[src/rtl/hz_pkg.sv]
package hz_pkg;
  typedef enum logic [1:0] {
    CL_ALU   = 2'd0,
    CL_LOAD  = 2'd1,
    CL_STORE = 2'd2,
    CL_BR    = 2'd3
  } icls_e;
endpackage

[src/rtl/hz_dep_cmp.sv]
// One source operand compared against the two in-flight producers that
// have not yet reached writeback.
module hz_dep_cmp #(
  parameter int REG_W = 5
) (
  input  logic [REG_W-1:0] src,
  input  logic             ex_vld,
  input  logic             ex_we,
  input  logic [REG_W-1:0] ex_rd,
  input  logic             mem_vld,
  input  logic             mem_we,
  input  logic [REG_W-1:0] mem_rd,
  output logic             hit
);
  localparam logic [REG_W-1:0] ZERO_REG = '0;

  logic src_live;
  logic ex_hit;
  logic mem_hit;

  always_comb begin
    src_live = (src != ZERO_REG);
    ex_hit   = ex_vld  && ex_we  && (ex_rd  == src);
    mem_hit  = mem_vld && mem_we && (mem_rd == src);
    hit      = src_live && (ex_hit || mem_hit);
  end
endmodule

[src/rtl/hz_branch_gate.sv]
// A branch stops fetching while it is in decode or execute.
module hz_branch_gate
  import hz_pkg::*;
(
  input  logic       id_vld,
  input  logic [1:0] id_cls,
  input  logic       ex_vld,
  input  logic [1:0] ex_cls,
  output logic       br_pend
);
  logic id_br;
  logic ex_br;

  always_comb begin
    id_br   = id_vld && (icls_e'(id_cls) == CL_BR);
    ex_br   = ex_vld && (icls_e'(ex_cls) == CL_BR);
    br_pend = id_br || ex_br;
  end
endmodule

[src/rtl/hz_port_arb.sv]
// Single memory port: the data access wins, fetch takes the port otherwise
// unless fetch is suppressed or the PC is held for an operand wait.
module hz_port_arb
  import hz_pkg::*;
(
  input  logic       mem_vld,
  input  logic [1:0] mem_cls,
  input  logic       br_pend,
  input  logic       data_stall,
  output logic       gnt_mem,
  output logic       gnt_if,
  output logic       fetch_kill
);
  logic mem_acc;

  always_comb begin
    mem_acc    = mem_vld && ((icls_e'(mem_cls) == CL_LOAD) ||
                             (icls_e'(mem_cls) == CL_STORE));
    gnt_mem    = mem_acc;
    fetch_kill = mem_acc || br_pend;
    gnt_if     = !fetch_kill && !data_stall;
  end
endmodule

[src/rtl/hazard_ctl.sv]
module hazard_ctl #(
  parameter int REG_W = 5,
  parameter int NSRC  = 2
) (
  input  logic                       id_vld,
  input  logic [1:0]                 id_cls,
  input  logic [NSRC-1:0][REG_W-1:0] id_src,
  input  logic                       ex_vld,
  input  logic [1:0]                 ex_cls,
  input  logic [REG_W-1:0]           ex_rd,
  input  logic                       ex_we,
  input  logic                       mem_vld,
  input  logic [1:0]                 mem_cls,
  input  logic [REG_W-1:0]           mem_rd,
  input  logic                       mem_we,
  output logic                       pc_hold,
  output logic                       ifid_hold,
  output logic                       ex_bubble,
  output logic                       fetch_kill,
  output logic                       gnt_if,
  output logic                       gnt_mem
);
  logic [NSRC-1:0] src_hit;
  logic            data_stall;
  logic            br_pend;
  logic            kill_int;

  for (genvar g = 0; g < NSRC; g++) begin : g_src
    hz_dep_cmp #(.REG_W(REG_W)) u_cmp (
      .src     (id_src[g]),
      .ex_vld  (ex_vld),
      .ex_we   (ex_we),
      .ex_rd   (ex_rd),
      .mem_vld (mem_vld),
      .mem_we  (mem_we),
      .mem_rd  (mem_rd),
      .hit     (src_hit[g])
    );
  end

  always_comb data_stall = id_vld && (|src_hit);

  hz_branch_gate u_br (
    .id_vld  (id_vld),
    .id_cls  (id_cls),
    .ex_vld  (ex_vld),
    .ex_cls  (ex_cls),
    .br_pend (br_pend)
  );

  hz_port_arb u_arb (
    .mem_vld    (mem_vld),
    .mem_cls    (mem_cls),
    .br_pend    (br_pend),
    .data_stall (data_stall),
    .gnt_mem    (gnt_mem),
    .gnt_if     (gnt_if),
    .fetch_kill (kill_int)
  );

  always_comb begin
    fetch_kill = kill_int;
    ifid_hold  = data_stall;
    ex_bubble  = data_stall;
    pc_hold    = data_stall || kill_int;
  end
endmodule

[config.mk]
export PLATFORM = sky130hd
export DESIGN_NAME = hazard_ctl
export DESIGN_NICKNAME = d
export VERILOG_FILES = /design/src/rtl/hz_pkg.sv /design/src/rtl/hz_dep_cmp.sv /design/src/rtl/hz_branch_gate.sv /design/src/rtl/hz_port_arb.sv /design/src/rtl/hazard_ctl.sv
export SDC_FILE = /design/constraint.sdc
export NUM_CORES = 1
export LEC_CHECK = 0
export BUFFER_PORTS_ARGS = -buffer_cell sky130_fd_sc_hd__buf_2
export CAP_MARGIN = 20
export CORE_AREA = 4 4 41 43
export DETAILED_ROUTE_END_ITERATION = 10
export DIE_AREA = 0 0 45 47
export SLEW_MARGIN = 20
export SYNTH_ARGS = -nofsm -noshare
export SYNTH_HDL_FRONTEND = slang
export SYNTH_SLANG_ARGS = --single-unit
[constraint.sdc]
create_clock -name vclk -period 5
set_clock_uncertainty 0.15 [all_clocks]
set_input_delay 1.25 -clock vclk [all_inputs]
set_output_delay 1.25 -clock vclk [all_outputs]
set_load 0.01 [all_outputs]
=== Word-level counts from Yosys, hierarchy flattened ===
Cells that the tools add are included.

* Flip-flop bits (word level): 0
* Latch bits: 0
* Bits in writable memories: 0
* ROM bits: 0
* Bits of input ports: 31
* Output and inout bits: 6
* Logic and storage cells: 32
* Memories: 0

* Add/subtract/negate cells: 0
* $mul: 0
* Divide/modulo/power cells: 0
* $lt $le $gt $ge: 0
* Equal/unequal tests: 8
* Shift operators: 0
* Mux-type cells: 0
* Bitwise operators: 0
* Reduce and logical (&&, ||, !) cells: 24

{| class="wikitable"
|+ Operators by type and width
! kind !! number
|-
| 5-bit equality test || 4
|-
| 1-bit logical AND || 13
|-
| 5-bit nonzero test || 2
|-
| 2-bit equality test (second input constant) || 3
|-
| 1-bit logical OR || 6
|-
| 2-bit by 1-bit equality test with 1-bit output (second input constant) || 1
|-
| 1-bit logical NOT || 2
|-
| 2-bit OR reduction || 1
|}

=== Longest topological paths before layout ===
* Word-level depth: 8
* Depth in mapped cells: 5
* Mapped depth without buffers: 5

=== By module ===
A second synthesis with hierarchy kept.

* Cells, all modules: 44
* Area, all modules: 341.6 um^2

{| class="wikitable"
|+ Modules (own cells, without submodules)
! module !! times used !! cells an instance !! area each (um^2) !! sequential area each (um^2)
|-
| hz_dep_cmp || 2 || 17 || 135.1 || 0.0
|-
| hz_port_arb || 1 || 4 || 36.3 || 0.0
|-
| hazard_ctl || 1 || 3 || 21.3 || 0.0
|-
| hz_branch_gate || 1 || 3 || 13.8 || 0.0
|}

=== Worst setup path after synthesis ===
OpenSTA, ideal clock, no wires.

* Path type: input to output
* Start point: input port id_src[1] in the netlist's numbering
* End point: output port pc_hold
* Data arrival time: 2.330 ns
* Required time: 3.600 ns
* Setup slack: 1.270 ns
* Cell stages on the path: 4
* Buffers on the path: 0
* Path through: or4_1 -> o21ai_1 -> o22ai_1 -> or2_1

* Word-level cells in the longest chain between the ends: 7
* Elaborated cells between the ends (all ways): 10
* Those cells by class: 2 x eq/ne; 8 x reduce/logical

{| class="wikitable"
|+ Ends and longest elaborated chain
! what !! line !! text
|-
| start: declaration || hazard_ctl.sv:7 || <nowiki>input logic [NSRC-1:0][REG_W-1:0] id_src,</nowiki>
|-
| 5-bit equality test, on equally long branches || hz_dep_cmp.sv:23, hz_dep_cmp.sv:24 ||
|-
| 1-bit logical AND, on equally long branches || hz_dep_cmp.sv:23, hz_dep_cmp.sv:24 ||
|-
| 1-bit logical OR || hz_dep_cmp.sv:25 || <nowiki>hit = src_live && (ex_hit || mem_hit);</nowiki>
|-
| 1-bit logical AND (*) || hz_dep_cmp.sv:25 ||
|-
| 2-bit OR reduction (*) || hazard_ctl.sv:41 || <nowiki>always_comb data_stall = id_vld && (|src_hit);</nowiki>
|-
| 1-bit logical AND (*) || hazard_ctl.sv:41 ||
|-
| net ex_bubble || hazard_ctl.sv:18 || <nowiki>output logic ex_bubble,</nowiki>
|-
| 1-bit logical OR (*) || hazard_ctl.sv:65 || <nowiki>pc_hold = data_stall || kill_int;</nowiki>
|-
| end: declaration || hazard_ctl.sv:16 || <nowiki>output logic pc_hold,</nowiki>
|}

The timed path passes the listed nets; every way through them passes the cells marked *.

=== Final worst setup path ===
* Start point: input port id_src[1] in the netlist's numbering
* End point: output port pc_hold

* Word-level cells in the longest chain between the ends: 7
* Elaborated cells between the ends (all ways): 10
* Those cells by class: 2 x eq/ne; 8 x reduce/logical

{| class="wikitable"
|+ Ends and longest elaborated chain
! what !! line
|-
| 5-bit equality test, on equally long branches || hz_dep_cmp.sv:23, hz_dep_cmp.sv:24
|-
| 1-bit logical AND, on equally long branches || hz_dep_cmp.sv:23, hz_dep_cmp.sv:24
|-
| 1-bit logical OR || hz_dep_cmp.sv:25
|-
| 1-bit logical AND (*) || hz_dep_cmp.sv:25
|-
| 2-bit OR reduction (*) || hazard_ctl.sv:41
|-
| 1-bit logical AND (*) || hazard_ctl.sv:41
|-
| 1-bit logical OR (*) || hazard_ctl.sv:65
|}

Every way passes the cells marked *; elsewhere a longest branch is shown, timed or not.

==> impl_metrics.toml <==
[grt]
grt_usage_pct = 9.52
grt_max_degree = 5
grt_pass1_wl_mm = 1.60
grt_antenna_before_repair = 0
overflow = 0
grt_pass1_vias = 439

[worst_setup_path]
path_delay_family = "simple AND/OR/NAND/NOR gates"
worstPathArrival_ps = 2530
worstPathMaxFanout = 4
crit_type = "primary input to output pin"
cp_common_cell = "buf_2"
crit_buf_inv = 2
cp-end-kind = "output pin"
worstPathRequired_ps = 3600
path_cells = "buf_2 > or4_1 > o21ai_1 > o22ai_1 > or2_1 > buf_2"
start_kind = "primary input"
cpPeakStageDelay_ps = 520
slowest_stage = "or4_1"

[sta]
slew_headroom_pct = 78.9
fin_setup_tns_ps = 0
setup_viol = 0
worst_slew_pin_slew_ps = 314
slew_violations = 0
min_period_ps = 3930
rsz0062_at_grt = "false"
period_share_pct = 78.6
fin_hold_ws_ps = 2690
max_freq_mhz = 254
hold_viol = 0

[power_and_ir_drop]
vdd_drop_max_v = 0.0000305
pwr_density_cell_mw_per_mm2 = 81.5
p_leak_nw = 0.275

[route]
drc = 0
vias = 434
routed_via_density = 4.57
drt_iter0_markers = 4
drt-pass1-iter-count = 2
detail-route-antenna-nets = 0
wl_per_cell_um = 10.9
wl_mm = 1.03

[layout]
mostFrequentLayoutCells = "buf_2, xor2_1, nor2_1"
final_common_cell = "buf_2"
multi_input_area_um2 = 310
fill_cells = 152
drive_above_1_share_pct = 46.3
antenna_cells = 0
syn2layout_area_growth_pct = 61.8
nClkBuffers = 0
fin_nets = 113
design.seq.count = 0
ff_latch_area_um2 = 0

[clocking]
cts_hold_buf = 0
cts_resized = 0
post_cts_buffers = 0

[yosys]
syn_area_um2 = 318
avgSynthCellArea_um2 = 7.22
ys_types = 13
postSynthCellCount = 44
yosysWarnings = 0
ys_seq_area_share_pct = 0
syn_nets = 75

[placement]
gp_congestion = 0.722
numPortBuffers = 37

[floorplanning]
pin_count = 37
initial_core_util_pct = 24.4
rows = 13
die_w_um = 45
die_h_um = 47
coreArea_mm2 = 0.00130
die_area_mm2 = 0.00212

[worst_hold_path]
min-delay-path-class = "primary input to output pin"

[job]
drv_cap = 0

[status]
status = "finished, final reports clean"
## cell usage after synthesis (all sizes together)
cell	number	area share, %
a311o	1	3.1
and2	1	2.0
a22oi	2	4.7
o22ai	1	2.0
nor4	4	7.9
xor2	21	58
buf	1	2.4
nand2	2	2.4
or4	2	4.7
o21ai	2	3.1
nor2	5	5.9
or2	1	2.0
and3	1	2.0
## cell type report
type                       count  area share [%]
multi-input combinational     43            60.3
timing repair buffer          37            36.0
tap                           15            3.65
## metal layers
layer  vias up  GRT usage, %  share of wire [%]
li1        228             -                  -
met1       172          12.8                 42
met2        34          17.5                 40
met3         0         0.766                 18
met4         0             0                  0
met5         -             0                  0
## cells by family (layout without fill, tap and decap cells)
family / after synthesis / after routing / share of synthesized area (%)
XOR/XNOR: 21 / 21 / 57.9
AND/OR/NAND/NOR: 16 / 16 / 26.8
AO/OA/AOI/OAI: 6 / 6 / 13.0
buffers and inverters: 1 / 37 / 2.36
## where the power goes
group | internal (mW) | total [mW] | switching (mW)
Combinational | 0.0215 | 0.0419 | 0.0204
Sequential | 0 | 0 | 0
Clock | 0 | 0 | 0
## through the flow
step / area (µm²) / worst slack [ps] / util, % / power, mW / std cells
final: 514 / 1070 / 39.5 / 0.0419 / 95
after global routing: 514 / 937 / 39.5 / 0.0471 / 95
after CTS: 514 / 1050 / 39.5 / 0.0426 / 95
after detailed placement: 514 / 1050 / 39.5 / 0.0425 / 95
after global placement: 514 / 1080 / 39.5 / 0.0423 / 95
after floorplan: 318 / 1270 / - / 0.0192 / 44
## path summary, 6_finish.rpt
| path | start | endpoint | slack (ps) | depth (start not counted) |
|---|---|---|---|---|
| max | id_src[1] | pc_hold | 1070 | 6 |
| min | mem_vld | gnt_mem | 2690 | 3 |
(Power assumes the default switching activity.)
